--- src/rtl/fbp_pkg.sv ---
package fbp_pkg;

    localparam int SEL_W = 6;

    typedef enum logic [1:0] {
        TGT_XLOAD = 2'b00,
        TGT_YLOAD = 2'b01,
        TGT_DATA  = 2'b10,
        TGT_NONE  = 2'b11
    } tgt_e;

    typedef enum logic [1:0] {
        YS_HOLD  = 2'b00,
        YS_UP    = 2'b01,
        YS_DOWN  = 2'b10,
        YS_HOLD2 = 2'b11
    } ystep_e;

    typedef enum logic {
        PH_SCAN = 1'b0,
        PH_RET  = 1'b1
    } phase_e;

    typedef struct packed {
        logic ld_x;
        logic ld_y;
        logic acc;
        logic rd;
        logic wr;
        logic x_up;
        logic y_up;
        logic y_dn;
    } cmd_t;

endpackage

--- src/rtl/fbp_decode.sv ---
module fbp_decode
    import fbp_pkg::*;
(
    input  logic             sel,
    input  logic             we,
    input  logic [SEL_W-1:0] addr,
    output cmd_t             cmd
);
    tgt_e   tgt;
    ystep_e ys;

    always_comb begin
        tgt = tgt_e'(addr[1:0]);
        ys  = ystep_e'(addr[4:3]);
        cmd = '0;
        if (sel && !addr[5]) begin
            unique case (tgt)
                TGT_XLOAD: cmd.ld_x = 1'b1;
                TGT_YLOAD: cmd.ld_y = 1'b1;
                TGT_DATA: begin
                    cmd.acc  = 1'b1;
                    cmd.wr   = we;
                    cmd.rd   = !we;
                    cmd.x_up = addr[2];
                    unique case (ys)
                        YS_UP:   cmd.y_up = 1'b1;
                        YS_DOWN: cmd.y_dn = 1'b1;
                        YS_HOLD, YS_HOLD2: ;
                    endcase
                end
                TGT_NONE: ;
            endcase
        end
    end
endmodule

--- src/rtl/fbp_axis_ctr.sv ---
module fbp_axis_ctr #(
    parameter int W     = 10,
    parameter bit BIDIR = 1'b1
) (
    input  logic         clk,
    input  logic         rst_n,
    input  logic         load,
    input  logic [W-1:0] din,
    input  logic         up,
    input  logic         dn,
    output logic [W-1:0] q
);
    localparam logic [W-1:0] ONE = W'(1);

    logic dn_eff;

    generate
        if (BIDIR) begin : g_bidir
            assign dn_eff = dn;
        end else begin : g_uponly
            logic unused_dn;
            assign unused_dn = dn;
            assign dn_eff    = 1'b0;
        end
    endgenerate

    always_ff @(posedge clk) begin
        if (!rst_n)      q <= '0;
        else if (load)   q <= din;
        else if (up)     q <= q + ONE;
        else if (dn_eff) q <= q - ONE;
    end

    assert_load_R2: assert property (@(posedge clk) disable iff (!rst_n)
        load |=> q == $past(din));
    assert_up_wrap_R6: assert property (@(posedge clk) disable iff (!rst_n)
        (!load && up) |=> q == W'($past(q) + ONE));
    assert_down_wrap_R7: assert property (@(posedge clk) disable iff (!rst_n)
        (!load && !up && dn_eff) |=> q == W'($past(q) - ONE));
    assert_hold_R8: assert property (@(posedge clk) disable iff (!rst_n)
        (!load && !up && !dn_eff) |=> $stable(q));
endmodule

--- src/rtl/fbp_ctrl.sv ---
module fbp_ctrl
    import fbp_pkg::*;
(
    input  logic clk,
    input  logic rst_n,
    input  logic rd_req,
    output logic rvalid
);
    phase_e state, state_nx;

    always_comb begin
        unique case (state)
            PH_SCAN: state_nx = rd_req ? PH_RET : PH_SCAN;
            PH_RET:  state_nx = rd_req ? PH_RET : PH_SCAN;
        endcase
    end

    always_ff @(posedge clk) begin
        if (!rst_n) state <= PH_SCAN;
        else        state <= state_nx;
    end

    always_comb begin
        unique case (state)
            PH_SCAN: rvalid = 1'b0;
            PH_RET:  rvalid = 1'b1;
        endcase
    end

    assert_rvalid_follows_read_R5: assert property (@(posedge clk) disable iff (!rst_n)
        rd_req |=> rvalid);
    assert_rvalid_only_after_read_R5: assert property (@(posedge clk) disable iff (!rst_n)
        !rd_req |=> !rvalid);
endmodule

--- src/rtl/fb_access_port.sv ---
module fb_access_port
    import fbp_pkg::*;
#(
    parameter int AXIS_W = 10,
    parameter int DATA_W = 16
) (
    input  logic                clk,
    input  logic                rst_n,
    input  logic                cpu_sel,
    input  logic                cpu_we,
    input  logic [SEL_W-1:0]    cpu_addr,
    input  logic [DATA_W-1:0]   cpu_wdata,
    output logic [DATA_W-1:0]   cpu_rdata,
    output logic                cpu_rvalid,
    input  logic [2*AXIS_W-1:0] scan_addr,
    output logic [2*AXIS_W-1:0] ram_addr,
    output logic                ram_we,
    output logic [DATA_W-1:0]   ram_wdata,
    input  logic [DATA_W-1:0]   ram_rdata
);
    localparam int ADDR_W = 2 * AXIS_W;

    cmd_t              cmd;
    logic [AXIS_W-1:0] col_q, line_q;

    fbp_decode u_decode (
        .sel  (cpu_sel),
        .we   (cpu_we),
        .addr (cpu_addr),
        .cmd  (cmd)
    );

    fbp_axis_ctr #(.W(AXIS_W), .BIDIR(1'b0)) u_col (
        .clk   (clk),
        .rst_n (rst_n),
        .load  (cmd.ld_x),
        .din   (cpu_wdata[AXIS_W-1:0]),
        .up    (cmd.x_up),
        .dn    (1'b0),
        .q     (col_q)
    );

    fbp_axis_ctr #(.W(AXIS_W), .BIDIR(1'b1)) u_line (
        .clk   (clk),
        .rst_n (rst_n),
        .load  (cmd.ld_y),
        .din   (cpu_wdata[AXIS_W-1:0]),
        .up    (cmd.y_up),
        .dn    (cmd.y_dn),
        .q     (line_q)
    );

    fbp_ctrl u_ctrl (
        .clk    (clk),
        .rst_n  (rst_n),
        .rd_req (cmd.rd),
        .rvalid (cpu_rvalid)
    );

    always_comb begin
        ram_addr  = cmd.acc ? ADDR_W'({line_q, col_q}) : scan_addr;
        ram_we    = cmd.wr;
        ram_wdata = cpu_wdata;
        cpu_rdata = ram_rdata;
    end

    assert_scan_owns_ram_R9: assert property (@(posedge clk) disable iff (!rst_n)
        !cpu_sel |-> (ram_addr == scan_addr && !ram_we));
    assert_no_target_quiet_R10: assert property (@(posedge clk) disable iff (!rst_n)
        (cpu_sel && (cpu_addr[1:0] == 2'b11 || cpu_addr[5])) |-> (!ram_we && ram_addr == scan_addr));
    assert_no_target_keeps_col_R10: assert property (@(posedge clk) disable iff (!rst_n)
        (cpu_sel && cpu_addr[5]) |=> $stable(col_q));
endmodule

--- config.mk ---
export PLATFORM = sky130hd
export DESIGN_NAME = fb_access_port
export DESIGN_NICKNAME = d
export VERILOG_FILES = /design/src/rtl/fbp_pkg.sv /design/src/rtl/fbp_decode.sv /design/src/rtl/fbp_axis_ctr.sv /design/src/rtl/fbp_ctrl.sv /design/src/rtl/fb_access_port.sv
export SDC_FILE = /design/constraint.sdc
export NUM_CORES = 1
export LEC_CHECK = 0
export ABC_AREA = 0
export BUFFER_PORTS_ARGS = -buffer_cell sky130_fd_sc_hd__buf_2
export CAP_MARGIN = 0
export CORE_MARGIN = 1.5
export CORE_UTILIZATION = 43
export DETAILED_ROUTE_END_ITERATION = 10
export PLACE_DENSITY = 0.89
export SLEW_MARGIN = 10
export SYNTH_ARGS = -nofsm -noshare
export SYNTH_HDL_FRONTEND = slang
export SYNTH_SLANG_ARGS = --single-unit
--- constraint.sdc ---
create_clock -name clk -period 3.6 [get_ports clk]
set_clock_uncertainty 0.15 [all_clocks]
set_input_delay 0.18 -clock clk [delete_from_list [all_inputs] [get_ports clk]]
set_output_delay 0.18 -clock clk [all_outputs]
set_load 0.1 [all_outputs]
==> results of run 1 <==
flip-flops by register name, indices dropped and copies added, names as in the netlist:
register      flops
u_col.q          10
u_ctrl.state      1
u_line.q         10
worst paths after layout:
path / endpoint / slack (ps) / from
max: u_line.q[9] / 810 / cpu_addr[5]
min: u_line.q[4] / 90 / cpu_wdata[4]
min reg2reg: u_line.q[2] / 350 / u_line.q[2]
max reg2reg: u_line.q[9] / 1340 / u_line.q[4]
metrics by stage:
step	std cells	hold WS, ps	total power (uW)
floorplan	252	106	623
global placement	335	211	557
detailed placement	335	211	562
CTS	340	106	717
global route	340	109	747
finish	340	92.9	716
final cells by class:
| cell class | count | share of cell area |
|---|---|---|
| repair buffers | 75 | 0.175 |
| flip-flops and latches | 21 | 0.190 |
| inverters | 11 | 0.0186 |
| well taps | 52 | 0.0293 |
| clock buffers | 4 | 0.0203 |
| multi-input cells | 177 | 0.567 |
report_power, final:
part           switching [uW]  total, uW  internal, uW
Clock                    79.6        159          79.0
Combinational             228        310          81.3
Sequential               8.19        248           240
Total                     316        716           400
critical path, delay by kind of cell:
kind / cells / cell delay [ps]
fa+ha+maj: 1 / 370
compound gates: 2 / 550
buf+inv: 1 / 120
simple gates: 5 / 1610
cells in the mapped netlist, types with 4 or more instances:
| cell type | instances | area share |
|---|---|---|
| buf_4 | 32 | 0.12 |
| dfxtp_1 | 21 | 0.21 |
| o21ai_0 | 18 | 0.045 |
| nand2_1 | 17 | 0.032 |
| mux2_2 | 14 | 0.079 |
| nor2_1 | 13 | 0.024 |
| a21oi_1 | 12 | 0.030 |
| inv_1 | 10 | 0.019 |
| ha_1 | 9 | 0.056 |
| nand3_1 | 9 | 0.022 |
| clkbuf_1 | 8 | 0.015 |
| nor2b_1 | 8 | 0.025 |
| a31oi_1 | 5 | 0.016 |
| a21boi_0 | 4 | 0.015 |
metal layers:
metal | vias up | global-route usage | part of all wire
met2 | 69 | 0.356 | 0.51
li1 | 971 | - | -
met3 | 11 | 0.0338 | 0.067
met5 | - | 0 | 0
met1 | 931 | 0.243 | 0.40
met4 | 0 | 0.0776 | 0.020
kinds of logic (layout without fill, tap and decap cells):
logic type / after synthesis / in the layout / synth area share
flops: 21 / 21 / 0.210
fa+ha+maj: 10 / 10 / 0.0662
simple gates: 75 / 75 / 0.207
mux: 15 / 15 / 0.0836
buf+inv: 54 / 90 / 0.162
compound gates: 73 / 73 / 0.253
xor+xnor: 4 / 4 / 0.0175
what timing repair did:
item                      4_1_cts  5_1_grt
setup buffers                   0        0
hold buffers                    1        0
hold endpoints to repair        1        0
==> out/metrics.cfg, run 1 <==
[status]
status = finished clean

[critical_path]
path_max_fanout = 10
startpoint_type = primary input
path_cells = buf_2 > nand4bb_1 > or3b_2 > ha_1 > and2_4 > a221o_1 > o21a_1 > or4_1 > nand3_1
crit_type = primary input to flop
slowest_delay_ps = 600
cp.arrival_ps = 2850
worst_path_max_delay_cell = or3b_2
cp-end-kind = flop
rr_worst_depth = 6
critPathRequiredTime_ps = 3660

[detailed_routing]
avgViaCountPerCell = 5.83
detail_route.first_pass.iterations = 4
drt_iter0_drc = 142
via_count = 1982
post-route-drc-count = 0
totalWireLength_um = 5080
wl_per_cell_um = 14.9
detail-route-antenna-nets = 0

[timing]
finalHoldViolCount = 0
setup_ws_ps = 812
fin_crit_ps = 2790
fin_crit_sh = 0.774
max_slew_margin = 0.601
clock.fmax_mhz = 359
setup_viol = 0
slew_viol_final = 0
worstMarginPinSlew_ps = 595
rsz0062_at_grt = no
setup_tns_ps = 0

[floorplanning]
die_h_um = 71.3
coreArea_um2 = 4410
initial_core_util = 0.454
dieWidth_um = 71.3
dieArea_um2 = 5080
ioPinCount = 116
row_count = 24

[logic_synthesis]
synth_area_per_cell_um2 = 7.95
synth_cell_types = 57
synthArstFlopShare = 0
synth.yosys.warnings = 0
synth_seq_area_share = 0.210
netlist_instances = 252
syn_nets = 324
syn_area_um2 = 2000
ys.flop_type = dfxtp_1
synth-edff-count = 0
synth_seq_cells = 21

[power_and_ir_drop]
ir_drop_mv = 0.132
leakagePower_uw = 0.000987
powerDensity_nw_per_um2 = 323

[clock_network]
cts_tree = done
clock_sinks = 21
cts.clk_slew.worst_paths_ps = 80
cts_buffer_depth = 2
cts_root_buffer = clkbuf_8
cts_made_buffers = 3
htreeDepth = 1
insertion_delay_ps = 260
post_cts_resized = 0

[finish]
final_area_um2 = 2220
final_cell_mix = buf_2, dfxtp_1, o21ai_0
final_nets = 361
post-route-util = 0.503
antenna_cells = 0
drive_above_1_share = 0.354
ff_latch_area_um2 = 420
multi_input_area_um2 = 1260
nFillCells = 440
final_common_cell = buf_2
areaGrowthSynthToFinish_pct = 10.7

[flow_run]
drv_cap = 0

[global_route]
grt-ovfl-total = 0
grt_max_degree = 29
grt_pass1_wl_um = 8340
antenna_found_initial = 0
grt_usage = 0.201
grt_pass1_vias = 1849

[placement]
gp_congestion = 0.878
dpl_worst_slack_ps = 534
dp_hpwl_um = 3840
io_buffers = 71
placed_cell_area_um2 = 2160

[worst_hold_path]
hold_class = primary input to flop
hold_depth = 3

Power figures use the tool's default switching activity.
==> run 2: changes to the inputs <==
clock period = 2.7 ns   (was 3.6 ns; I/O delays follow)
==> run 2 against run 1 <==
  * Via count up 4.7%
  * Clock power up 38%
  * Hold slack worse by 61 ps
  * Die area unchanged
  * Setup slack worse by 650 ps
  * Sequential share of layout area down 2.9 points
  * Register-to-register slack worse by 910 ps
  * Utilization up 8.9 points
==> out/metrics.cfg, run 2 (synthesis results as in run 1) <==
[finish]
reg_top3 = u_col.q x10, u_line.q x10, u_ctrl.state x1
final_common_cell = buf_2
areaGrowthSynthToFinish_pct = 30.3
drive_above_1_share = 0.383  ; +0.0292
final_nets = 373  ; +3.3%
antenna_cells = 0  ; unchanged
final_cell_mix = buf_2, dfxtp_1, buf_12
nFillCells = 365  ; -17%

[critical_path]
rr_startpoint = u_line.q[4]
path_max_fanout = 4  ; -6
path_cells = buf_2 > nand4bb_1 > or3b_4 > ha_1 > and2_4 > a221o_1 > o21a_1 > or4_1 > nand3_1
critPathRequiredTime_ps = 2760  ; -900 ps
slowest_delay_ps = 530  ; -70 ps
worst_path_max_delay_cell = or4_1
startpoint_type = primary input
cp-end-kind = flop
cp.arrival_ps = 2600  ; -250 ps
crit_type = primary input to flop
regToRegSetupSlack_ps = 430  ; -910 ps
rr_worst_depth = 6  ; unchanged
startpoint = cpu_addr[5]

[detailed_routing]
post-route-drc-count = 0  ; unchanged
totalWireLength_um = 5630  ; +11%
avgViaCountPerCell = 5.90  ; +1.2%
detail_route.first_pass.iterations = 4  ; unchanged
via_count = 2076  ; +4.7%
drt_iter0_drc = 200  ; +41%
detail-route-antenna-nets = 0  ; unchanged
wl_per_cell_um = 16.0  ; +7.0%

[global_route]
grt_max_degree = 29  ; unchanged
grt_pass1_wl_um = 9110  ; +9.3%
grt-ovfl-total = 0  ; unchanged
grt_pass1_vias = 2021  ; +9.3%
antenna_found_initial = 0  ; unchanged
grt_usage = 0.220  ; +0.0193

[floorplanning]
die_h_um = 71.3  ; unchanged
dieWidth_um = 71.3  ; unchanged
row_count = 24  ; unchanged
coreArea_um2 = 4410  ; unchanged
ioPinCount = 116  ; unchanged
dieArea_um2 = 5080  ; unchanged
initial_core_util = 0.454  ; unchanged

[timing]
finalHoldViolCount = 0  ; unchanged
setup_viol = 0  ; unchanged
holdWs_ps = 31.6  ; -61.4 ps
fin_crit_ps = 2540
fin_crit_sh = 0.941
rsz0062_at_grt = no
worstMarginPinSlew_ps = 592  ; -3.17 ps
max_slew_margin = 0.604  ; +0.00260
setup_ws_ps = 159  ; -654 ps
slew_viol_final = 0  ; unchanged
clock.fmax_mhz = 393

[clock_network]
cts_tree = done
cts_buffer_depth = 2  ; unchanged
clock_sinks = 21  ; unchanged
post_cts_buffers = 0  ; unchanged
cts_root_buffer = clkbuf_8
htreeDepth = 1  ; unchanged
cts_made_buffers = 3  ; unchanged
insertion_delay_ps = 270  ; about the same
cts.clk_slew.worst_paths_ps = 80  ; about the same

[placement]
dp_hpwl_um = 4260  ; +11%
gp_congestion = 0.899  ; +2.4%
io_buffers = 71  ; unchanged
dpl_worst_slack_ps = -209  ; -743 ps

[worst_hold_path]
hold_class = primary input to flop
hold_depth = 3  ; unchanged
min_from = cpu_wdata[1]

[flow_run]
drv_cap = 0  ; unchanged

[power_and_ir_drop]
ir_drop_mv = 0.251  ; +90%
leakagePower_uw = 0.00115  ; +17%
powerDensity_nw_per_um2 = 404  ; +25%

[status]
status = finished clean

## run 2: final timing paths
kind                 end
max          u_line.q[9]
min          u_line.q[1]
max reg2reg  u_line.q[9]
min reg2reg   u_col.q[3]
## run 2: cell type report
class                      count  area (um2)  area share
tap                           52        65.1      0.0249
multi-input combinational    177        1260       0.483
sequential                    21         420       0.161
clock buffer                   3        41.3      0.0158
clock inverter                 1        5.00     0.00192
inverter                      11        41.3      0.0158
timing repair buffer          87         778       0.298
## run 2: per-layer routing
| metal | vias to the layer above | share of wire | GRT usage |
|---|---|---|---|
| met4 | 0 | 0.024 | 0.109 |
| met5 | - | 0 | 0 |
| met2 | 106 | 0.53 | 0.403 |
| met1 | 967 | 0.38 | 0.235 |
| li1 | 985 | - | - |
| met3 | 18 | 0.072 | 0.0534 |
## run 2: timing repair
action / CTS / global route
setup endpoints to repair: 0 / 1
endpoints found under the hold margin: 1 / 0
hold buffers: 1 / 0
gates resized for setup: 0 / 1
## run 2: worst max-delay path: cells and delay by family
kind / cells / cell delay, ps
and+or+nand+nor: 5 / 1440
adders and majority gates: 1 / 320
buffers and inverters: 1 / 110
AOI/OAI and AO/OA: 2 / 590
## run 2: per-stage QoR
step,area [um2],std cells,TNS (ps),total power (uW),utilization
2_1_floorplan,2000,252,-2310,830,-
3_3_place_gp,2550,347,-79.0,827,0.579
3_5_place_dp,2550,347,-443,838,0.579
4_1_cts,2610,352,0,1050,0.591
5_1_grt,2610,352,0,1100,0.592
6_report,2610,352,0,1060,0.592
## run 2: where the power goes
part	leakage [uW]	internal [uW]	total [uW]	switching [uW]
registers	0.000170	320	331	11.3
clock network	0.0000255	103	219	116
logic	0.000957	180	505	325
